===== src/rtl/tlbt_pkg.sv =====
package tlbt_pkg;
  // invalidation scope codes
  localparam logic [2:0] OP_ALL     = 3'd0;
  localparam logic [2:0] OP_VMID    = 3'd1;
  localparam logic [2:0] OP_ASID    = 3'd2;
  localparam logic [2:0] OP_VA_ASID = 3'd3;
  localparam logic [2:0] OP_VA_ANY  = 3'd4;
  // a contiguous slot spans 2**CONTIG_LOG2 pages
  localparam int CONTIG_LOG2 = 4;
endpackage


===== src/rtl/tlbt_entry.sv =====
module tlbt_entry
  import tlbt_pkg::*;
#(
  parameter int VPN_W  = 20,
  parameter int PPN_W  = 20,
  parameter int ASID_W = 8,
  parameter int VMID_W = 8,
  parameter int ATTR_W = 6
) (
  input  logic              clk,
  input  logic              rst_n,
  input  logic              wr_en,
  input  logic [VPN_W-1:0]  wr_vpn,
  input  logic [PPN_W-1:0]  wr_ppn,
  input  logic [ATTR_W-1:0] wr_attr,
  input  logic [ASID_W-1:0] wr_asid,
  input  logic [VMID_W-1:0] wr_vmid,
  input  logic              wr_global,
  input  logic              wr_contig,
  input  logic              inv_en,
  input  logic [2:0]        inv_op,
  input  logic [VPN_W-1:0]  inv_vpn,
  input  logic [ASID_W-1:0] inv_asid,
  input  logic [VMID_W-1:0] inv_vmid,
  input  logic [VPN_W-1:0]  lk_vpn,
  input  logic [ASID_W-1:0] lk_asid,
  input  logic [VMID_W-1:0] lk_vmid,
  output logic              valid,
  output logic              hit,
  output logic              kill,
  output logic [PPN_W-1:0]  out_ppn,
  output logic [ATTR_W-1:0] out_attr
);
  localparam logic [VPN_W-1:0] LOW_MASK = VPN_W'((1 << CONTIG_LOG2) - 1);

  logic [VPN_W-1:0]  vpn_q;
  logic [PPN_W-1:0]  ppn_q;
  logic [ATTR_W-1:0] attr_q;
  logic [ASID_W-1:0] asid_q;
  logic [VMID_W-1:0] vmid_q;
  logic              glob_q, contig_q, valid_q;

  // page compare; a contiguous slot drops the low page bits
  function automatic logic page_eq(input logic [VPN_W-1:0] stored,
                                   input logic [VPN_W-1:0] probe,
                                   input logic             contig);
    logic [VPN_W-1:0] mask;
    mask = contig ? ~LOW_MASK : '1;
    return ((stored ^ probe) & mask) == '0;
  endfunction

  logic inv_sel;
  always_comb begin
    unique case (inv_op)
      OP_ALL:     inv_sel = 1'b1;
      OP_VMID:    inv_sel = (vmid_q == inv_vmid);
      OP_ASID:    inv_sel = (asid_q == inv_asid) && !glob_q;
      OP_VA_ASID: inv_sel = page_eq(vpn_q, inv_vpn, contig_q) &&
                            ((asid_q == inv_asid) || glob_q);
      OP_VA_ANY:  inv_sel = page_eq(vpn_q, inv_vpn, contig_q);
      default:    inv_sel = 1'b0;
    endcase
  end

  assign kill  = inv_en && valid_q && inv_sel;
  assign valid = valid_q;
  assign hit   = valid_q && page_eq(vpn_q, lk_vpn, contig_q) &&
                 (vmid_q == lk_vmid) && (glob_q || (asid_q == lk_asid));
  assign out_ppn  = contig_q ? ((ppn_q & ~LOW_MASK) | (lk_vpn & LOW_MASK)) : ppn_q;
  assign out_attr = attr_q;

  always_ff @(posedge clk) begin
    if (!rst_n) begin
      valid_q  <= 1'b0;
      vpn_q    <= '0;
      ppn_q    <= '0;
      attr_q   <= '0;
      asid_q   <= '0;
      vmid_q   <= '0;
      glob_q   <= 1'b0;
      contig_q <= 1'b0;
    end else if (wr_en) begin
      valid_q  <= 1'b1;
      vpn_q    <= wr_vpn;
      ppn_q    <= wr_ppn;
      attr_q   <= wr_attr;
      asid_q   <= wr_asid;
      vmid_q   <= wr_vmid;
      glob_q   <= wr_global;
      contig_q <= wr_contig;
    end else if (kill) begin
      valid_q  <= 1'b0;
    end
  end
endmodule


===== src/rtl/tlbt_victim.sv =====
module tlbt_victim #(
  parameter int N  = 16,
  parameter int IW = 4
) (
  input  logic          clk,
  input  logic          rst_n,
  input  logic [N-1:0]  valid_vec,
  input  logic          fill_en,
  output logic [IW-1:0] victim
);
  logic [IW-1:0] rr_q, first_free;
  logic          full;

  assign full = &valid_vec;

  always_comb begin
    first_free = '0;
    for (int i = N - 1; i >= 0; i--)
      if (!valid_vec[i]) first_free = IW'(i);
  end

  assign victim = full ? rr_q : first_free;

  always_ff @(posedge clk) begin
    if (!rst_n)
      rr_q <= '0;
    else if (fill_en && full)
      rr_q <= (rr_q == IW'(N - 1)) ? '0 : rr_q + 1'b1;
  end
endmodule


===== src/rtl/tagged_tlb.sv =====
module tagged_tlb
  import tlbt_pkg::*;
#(
  parameter int N_ENTRIES = 16,
  parameter int VA_W      = 32,
  parameter int PA_W      = 32,
  parameter int PAGE_BITS = 12,
  parameter int ASID_W    = 8,
  parameter int VMID_W    = 8,
  parameter int ATTR_W    = 6
) (
  input  logic                      clk,
  input  logic                      rst_n,
  input  logic                      lk_valid,
  input  logic [VA_W-1:0]           lk_va,
  input  logic [ASID_W-1:0]         lk_asid,
  input  logic [VMID_W-1:0]         lk_vmid,
  output logic                      lk_hit,
  output logic [PA_W-1:0]           lk_pa,
  output logic [ATTR_W-1:0]         lk_attr,
  output logic                      walk_req,
  input  logic                      fill_valid,
  input  logic                      fill_fault,
  input  logic [VA_W-PAGE_BITS-1:0] fill_vpn,
  input  logic [PA_W-PAGE_BITS-1:0] fill_ppn,
  input  logic [ATTR_W-1:0]         fill_attr,
  input  logic [ASID_W-1:0]         fill_asid,
  input  logic [VMID_W-1:0]         fill_vmid,
  input  logic                      fill_global,
  input  logic                      fill_contig,
  input  logic                      inv_valid,
  input  logic [2:0]                inv_op,
  input  logic [VA_W-PAGE_BITS-1:0] inv_vpn,
  input  logic [ASID_W-1:0]         inv_asid,
  input  logic [VMID_W-1:0]         inv_vmid
);
  localparam int VPN_W = VA_W - PAGE_BITS;
  localparam int PPN_W = PA_W - PAGE_BITS;
  localparam int IDX_W = (N_ENTRIES > 1) ? $clog2(N_ENTRIES) : 1;

  // named internal events, observed by the bound checker
  logic                              fill_en;
  logic [IDX_W-1:0]                  victim;
  logic [N_ENTRIES-1:0]              valid_vec, hit_vec, kill_vec;
  logic [N_ENTRIES-1:0][PPN_W-1:0]   ppn_arr;
  logic [N_ENTRIES-1:0][ATTR_W-1:0]  attr_arr;
  logic [VPN_W-1:0]                  lk_vpn;

  assign fill_en = fill_valid && !fill_fault;
  assign lk_vpn  = lk_va[VA_W-1:PAGE_BITS];

  tlbt_victim #(.N(N_ENTRIES), .IW(IDX_W)) u_victim (
    .clk(clk), .rst_n(rst_n), .valid_vec(valid_vec),
    .fill_en(fill_en), .victim(victim)
  );

  for (genvar g = 0; g < N_ENTRIES; g++) begin : g_slot
    tlbt_entry #(
      .VPN_W(VPN_W), .PPN_W(PPN_W), .ASID_W(ASID_W),
      .VMID_W(VMID_W), .ATTR_W(ATTR_W)
    ) u_slot (
      .clk(clk), .rst_n(rst_n),
      .wr_en(fill_en && (victim == IDX_W'(g))),
      .wr_vpn(fill_vpn), .wr_ppn(fill_ppn), .wr_attr(fill_attr),
      .wr_asid(fill_asid), .wr_vmid(fill_vmid),
      .wr_global(fill_global), .wr_contig(fill_contig),
      .inv_en(inv_valid), .inv_op(inv_op), .inv_vpn(inv_vpn),
      .inv_asid(inv_asid), .inv_vmid(inv_vmid),
      .lk_vpn(lk_vpn), .lk_asid(lk_asid), .lk_vmid(lk_vmid),
      .valid(valid_vec[g]), .hit(hit_vec[g]), .kill(kill_vec[g]),
      .out_ppn(ppn_arr[g]), .out_attr(attr_arr[g])
    );
  end

  // lowest-numbered hitting slot wins
  logic [PPN_W-1:0]  sel_ppn;
  logic [ATTR_W-1:0] sel_attr;
  always_comb begin
    sel_ppn  = '0;
    sel_attr = '0;
    for (int i = N_ENTRIES - 1; i >= 0; i--)
      if (hit_vec[i]) begin
        sel_ppn  = ppn_arr[i];
        sel_attr = attr_arr[i];
      end
  end

  assign lk_hit   = lk_valid && !inv_valid && (|hit_vec);
  assign walk_req = lk_valid && !lk_hit;
  assign lk_pa    = {sel_ppn, lk_va[PAGE_BITS-1:0]};
  assign lk_attr  = sel_attr;
endmodule


===== config.mk =====
export PLATFORM = sky130hd
export DESIGN_NAME = tagged_tlb
export DESIGN_NICKNAME = d
export VERILOG_FILES = /design/src/rtl/tlbt_pkg.sv /design/src/rtl/tlbt_entry.sv /design/src/rtl/tlbt_victim.sv /design/src/rtl/tagged_tlb.sv
export SDC_FILE = /design/constraint.sdc
export NUM_CORES = 2
export LEC_CHECK = 0
export ABC_CLOCK_PERIOD_IN_PS = 8300
export CORE_UTILIZATION = 55
export CTS_CLUSTER_SIZE = 8
export DETAILED_ROUTE_END_ITERATION = 10
export MAX_ROUTING_LAYER = met4
export PLACE_DENSITY = 0.81
export SLEW_MARGIN = 10
export SYNTH_ARGS = -nofsm -noshare
export SYNTH_HDL_FRONTEND = slang
export SYNTH_SLANG_ARGS = --single-unit

===== constraint.sdc =====
create_clock -name clk -period 8.3 [get_ports clk]
set_input_delay 1.66 -clock clk [delete_from_list [all_inputs] [get_ports clk]]
set_output_delay 1.66 -clock clk [all_outputs]
set_load 0.05 [all_outputs]

== Word-level counts from Yosys, hierarchy flattened ==
Index checks and enable logic that the tools add are counted.

* Output and inout bits: 40
* Bits of input ports: 157
* Flip-flop bits (word level): 1,044
* Word-level logic and storage cells: 660

* Bitwise gates (word level): 80
* Muxes and demuxes: 130
* Equal/unequal tests: 84
* Add/subtract/negate cells: 1
* Reductions and logical operators: 236

{| class="wikitable"
|+ Operator list
! kind !! count
|-
| 20-bit bitwise AND || 32
|-
| 20-bit zero test || 32
|-
| 20-bit 2-to-1 mux || 32
|-
| 20-bit XOR || 32
|-
| 8-bit == test || 64
|-
| 20-bit by 4-bit OR with 20-bit output || 16
|-
| 4-bit 2-to-1 mux || 34
|-
| 1-bit logical AND || 133
|-
| 6-bit 2-to-1 mux || 16
|-
| 1-bit one-hot mux with 5 select lines || 16
|-
| 4-bit == test (second input constant) || 9
|-
| 1-bit logical OR || 32
|-
| 1-bit 2-to-1 mux || 32
|-
| 2-bit nonzero test || 16
|-
| 1-bit zero test || 19
|-
| 4-bit by 3-bit == test with 1-bit output (second input constant) || 4
|-
| 16-bit AND reduction || 1
|-
| 16-bit OR reduction || 1
|-
| 4-bit by 2-bit == test with 1-bit output (second input constant) || 2
|-
| 3-bit by 2-bit == test with 1-bit output (second input constant) || 2
|-
| 4-bit by 1-bit adder with 4-bit output (second input constant) || 1
|-
| 4-bit by 1-bit == test with 1-bit output (second input constant) || 1
|-
| 4-bit zero test || 1
|-
| 3-bit by 1-bit == test with 1-bit output (second input constant) || 1
|-
| other kinds (2) || 2
|}

== Depth between registers and ports, before layout ==
* Depth after elaboration: 22
* Gate-level depth with buffers: 15
* Gate-level depth less buffers: 10

== Modules after synthesis ==
A second synthesis with hierarchy kept.

* Cells, all modules: 6,068
* Area total of the unflattened synthesis: 59,419.5 µm²

{| class="wikitable"
|+ Modules (own cells, without submodules)
! module !! sequential area each (µm²) !! cells an instance !! area an instance (µm²) !! times used
|-
| tlbt_entry || 1,301.2 || 342 || 3,474.6 || 16
|-
| tagged_tlb || 0.0 || 539 || 3,435.8 || 1
|-
| tlbt_victim || 80.1 || 57 || 390.4 || 1
|}

== Worst setup path before layout ==
No wires, ideal clock.

* Kind: input-to-output
* Start: input lk_va[15]
* End: output lk_attr[3]
* Stages: 13
* Required time: 6,640 ps
* Path buffers: 6
* Path slack: 1,226 ps
* Arrival time: 5,414 ps
* Cells stage by stage: clkbuf_1 -> buf_4 -> xor2_1 -> nor4_1 -> o211ai_1 -> or4_1 -> buf_2 -> buf_6 -> buf_4 -> buf_4 -> a311oi_1 -> a21oi_1 -> o41ai_1

* Word-level cells in the longest chain between the ends: 22
* Elaborated cells on any way between the ends: 112

{| class="wikitable"
|+ Ends and longest elaborated chain
! item !! RTL line !! text
|-
| from (decl) || tagged_tlb.sv:15 || <nowiki>input logic [VA_W-1:0] lk_va,</nowiki>
|-
| 20-bit XOR || tlbt_entry.sv:49 || <nowiki>return ((stored ^ probe) & mask) == '0;</nowiki>
|-
| 20-bit bitwise AND || tlbt_entry.sv:49 ||
|-
| 20-bit zero test || tlbt_entry.sv:49 ||
|-
| 1-bit logical AND (2 in a row) || tlbt_entry.sv:67 || <nowiki>assign hit = valid_q && page_eq(vpn_q, lk_vpn, contig_q) &&</nowiki>
|-
| 1-bit logical AND || tlbt_entry.sv:68 || <nowiki>(vmid_q == lk_vmid) && (glob_q || (asid_q == lk_asid));</nowiki>
|-
| 6-bit 2-to-1 mux (15 in a row) || tagged_tlb.sv:82 || <nowiki>if (hit_vec[i]) begin</nowiki>
|-
| 6-bit 2-to-1 mux * || tagged_tlb.sv:82 ||
|-
| to (decl) || tagged_tlb.sv:20 || <nowiki>output logic [ATTR_W-1:0] lk_attr,</nowiki>
|}

Mark *: on every way between the ends. The rest lies on a longest branch, timed or not.

== Worst setup path after layout ==
* Start: input lk_va[21]
* End: output lk_attr[0]

The elaborated chain is that of the path after synthesis.

==> metrics.txt <==
RSZ-0062 raised after global routing=false; top cells by area, synth=dfxtp_1 36%, xnor2_1 13%, nand2_1 11%, a21boi_0 10%, mux2i_1 5.4%; Post-Syn Area=57600 um^2; Vias/cell=about 6.3; Peak VDD IR=0.177 mV; PD cells=between 150 and 200 nW/um^2; TritonCTS Buffers=about 150; R2R Path End=g_slot[6].u_slot.ppn_q[17]; syn_nets=7129; via count=52000; Worst slew margin=0.0895; Syn. warnings=0; Reg2Reg Depth=10; Synth Area per Inst=~8.3 um^2; Slew @ Worst Pin=1.35 ns; CP Launch Type=primary input; top cell type by total area after synthesis=dfxtp_1; commonest non-fill, non-tap cell in the layout=nand2_1; detailed-route DRC error count=0; Final setup violation count=0; critical path fanouts, max=37; clock root buffer=clkbuf_16; hold_buf cts=0; max cap viols=0; dpl hpwl=between 100 and 150 mm; predominant post-synthesis flop cell=dfxtp_1; port bufs=172; Fill cells=8706; layout cell share with drive strength beyond 1=0.0771; CTS Sinks=roughly 1000; Initial Util=0.556; Yosys reg bits=about 1000; latest clock arrival within the worst-skew pair=0.80 ns; Critical Path RT=6.64 ns; Hold Path Stages=2; initial DRC count=6463; area growth from synthesis to layout=11.9%; hold slack=0.450 ns; distinct cell type count after synthesis=61; Async S/R FF share, synth=0; wire length of the first global-routing pass=~320 mm; Syn Inst Count=around 7000; Total Wirelength=217 mm; fin crit period=about 8.0 ns; FF-to-FF setup slack=3.82 ns; # Post-CTS Setup Buffers=0; final hold violation count=0; number of I/O pins=between 150 and 200; Core Area=104000 um^2; CP Class=primary input to output port; fin nets=7041; die width=326 um; Worst EP arrival=6.37 ns; final setup TNS=0 ns; Die ar.=~110000 um^2; CTS HTree Levels=4; HP Class=flip-flop to flip-flop; Leakage=20.7 nW; CP endpoint=lk_attr[0]; Yosys top cell area share=0.363; Die H=326 um; CTS clock-pin slew for the worst setup and hold paths=0.05 ns; nature of the critical path endpoint=output port; initial antenna violation count=3; vias in the first global route=50500; ANT nets after route=0; gr usage total=0.410; worst reg2reg startpoint=g_slot[9].u_slot.valid; CTS tree=built; post-CTS sizing=0; detailed-route wire length per cell=between 20 and 30 um; Clock Path Buffers=3; register area share after synthesis=0.363; final period utilization=0.967; CP startpoint=lk_va[21]; Post-synth EDFFs=0; # rows=~120; most frequent cells in the layout=1642 x nand2_1, 1044 x dfxtp_1, 831 x xnor2_1; global placement routability congestion=1.08; drt pass-1 iters=8; remaining global-route overflow=0; status=complete, no violations; max-slew violations=0; fmax=125 MHz; Setup Skew=roughly 0.027 ns; largest net degree at the start of global routing=approximately 250
worst min path at each step:
stage	start	to	slack, ns
after global routing	g_slot[14].u_slot.ppn_q[13]	g_slot[14].u_slot.ppn_q[13]	0.48
final	g_slot[11].u_slot.ppn_q[19]	g_slot[11].u_slot.ppn_q[19]	0.45
after global placement	g_slot[11].u_slot.ppn_q[19]	g_slot[11].u_slot.ppn_q[19]	0.44
after detailed placement	g_slot[11].u_slot.ppn_q[19]	g_slot[11].u_slot.ppn_q[19]	0.44
after CTS	g_slot[11].u_slot.ppn_q[19]	g_slot[11].u_slot.ppn_q[19]	0.45
after floorplan	g_slot[11].u_slot.ppn_q[19]	g_slot[11].u_slot.ppn_q[19]	0.43
Yosys cell counts, types with 11 or more instances:
cell type and count:
a211o_1 12, a211oi_1 17, a21boi_0 769, a21boi_1 14
a21oi_1 79, a221o_1 11, a221oi_1 11, a22o_1 11
a311oi_1 14, a31oi_1 22, a41oi_1 14, buf_1 22
buf_2 95, buf_4 44, clkbuf_1 461, dfxtp_1 1044
inv_1 30, mux2_2 39, mux2i_1 311, nand2_1 1654
nand3_1 79, nand4_1 188, nor2_1 132, nor2b_1 271
nor3_1 50, nor3b_1 15, nor4_1 140, o21a_1 31
o21ai_0 87, o21bai_1 25, o41ai_1 12, xnor2_1 832
xor2_1 321
cell type report:
| cell class | instances | area (um^2) | share of cell area |
|---|---|---|---|
| antenna | 1 | 2.50 | 0.0000388 |
| sequential | 1044 | 20900 | 0.324 |
| clock inverter | 14 | 241 | 0.00375 |
| tap | 1380 | 1730 | 0.0268 |
| inverter | 31 | 116 | 0.00181 |
| multi-input combinational | 5269 | 34200 | 0.531 |
| clock buffer | 152 | 3720 | 0.0577 |
| timing repair buffer | 389 | 3540 | 0.0550 |
registers in the layout (all words and copies together), names as in the netlist:
signal,count
g_slot.u_slot.asid_q,128
g_slot.u_slot.contig_q,16
g_slot.u_slot.glob_q,16
g_slot.u_slot.out_attr,96
g_slot.u_slot.ppn_q,320
g_slot.u_slot.valid,16
g_slot.u_slot.vmid_q,128
g_slot.u_slot.vpn_q,320
u_victim.rr_q,4
stage by stage:
step,util,cell area [um^2],setup slack [ns],power [mW],cells
global route,0.622,64400,0.192,11.8,8280
CTS,0.622,64400,0.494,11.5,8279
floorplan,-,57600,1.23,5.76,6971
global placement,0.583,60500,0.521,6.11,8113
finish,0.622,64400,0.271,11.5,8280
detailed placement,0.583,60500,0.555,6.12,8113
critical path: stages:
cell and delay (ns):
clkdlybuf4s50_1 0.91, xor2_1 0.34, nor4_1 0.43, nand3_1 0.32
or4_1 0.54, buf_12 0.20, nand3_1 0.39, buf_4 0.28
a221o_1 0.13, a21oi_1 0.04, a311oi_1 0.27, a21oi_1 0.13
o41ai_1 0.35, buf_4 0.20, buf_12 0.12
layer usage:
metal / wire, um / track usage
met2: 93700 / 0.605
met1: 79500 / 0.480
met4: 19100 / 0.314
met3: 24900 / 0.0976
met5: 0 / -
kinds of logic (layout without fill, tap and decap cells):
logic type | Yosys count | in the layout | share of synthesized area
AOI/OAI and AO/OA | 1192 | 1192 | 0.151
xor gates and xnor gates | 1153 | 1153 | 0.175
adders and majority gates | 1 | 1 | 0.000217
buffers and inverters | 658 | 586 | 0.0485
DFF | 1044 | 1044 | 0.363
muxes | 350 | 350 | 0.0617
other | 0 | 1 | 0
and+or+nand+nor | 2573 | 2573 | 0.200
power by group:
part | leakage (nW) | internal, mW | switching (mW)
combinational | 10.3 | 0.369 | 0.633
clock | 1.93 | 3.16 | 2.29
sequential | 8.41 | 5.04 | 0.0229
total | 20.7 | 8.58 | 2.94
(Power assumes the default switching activity.)
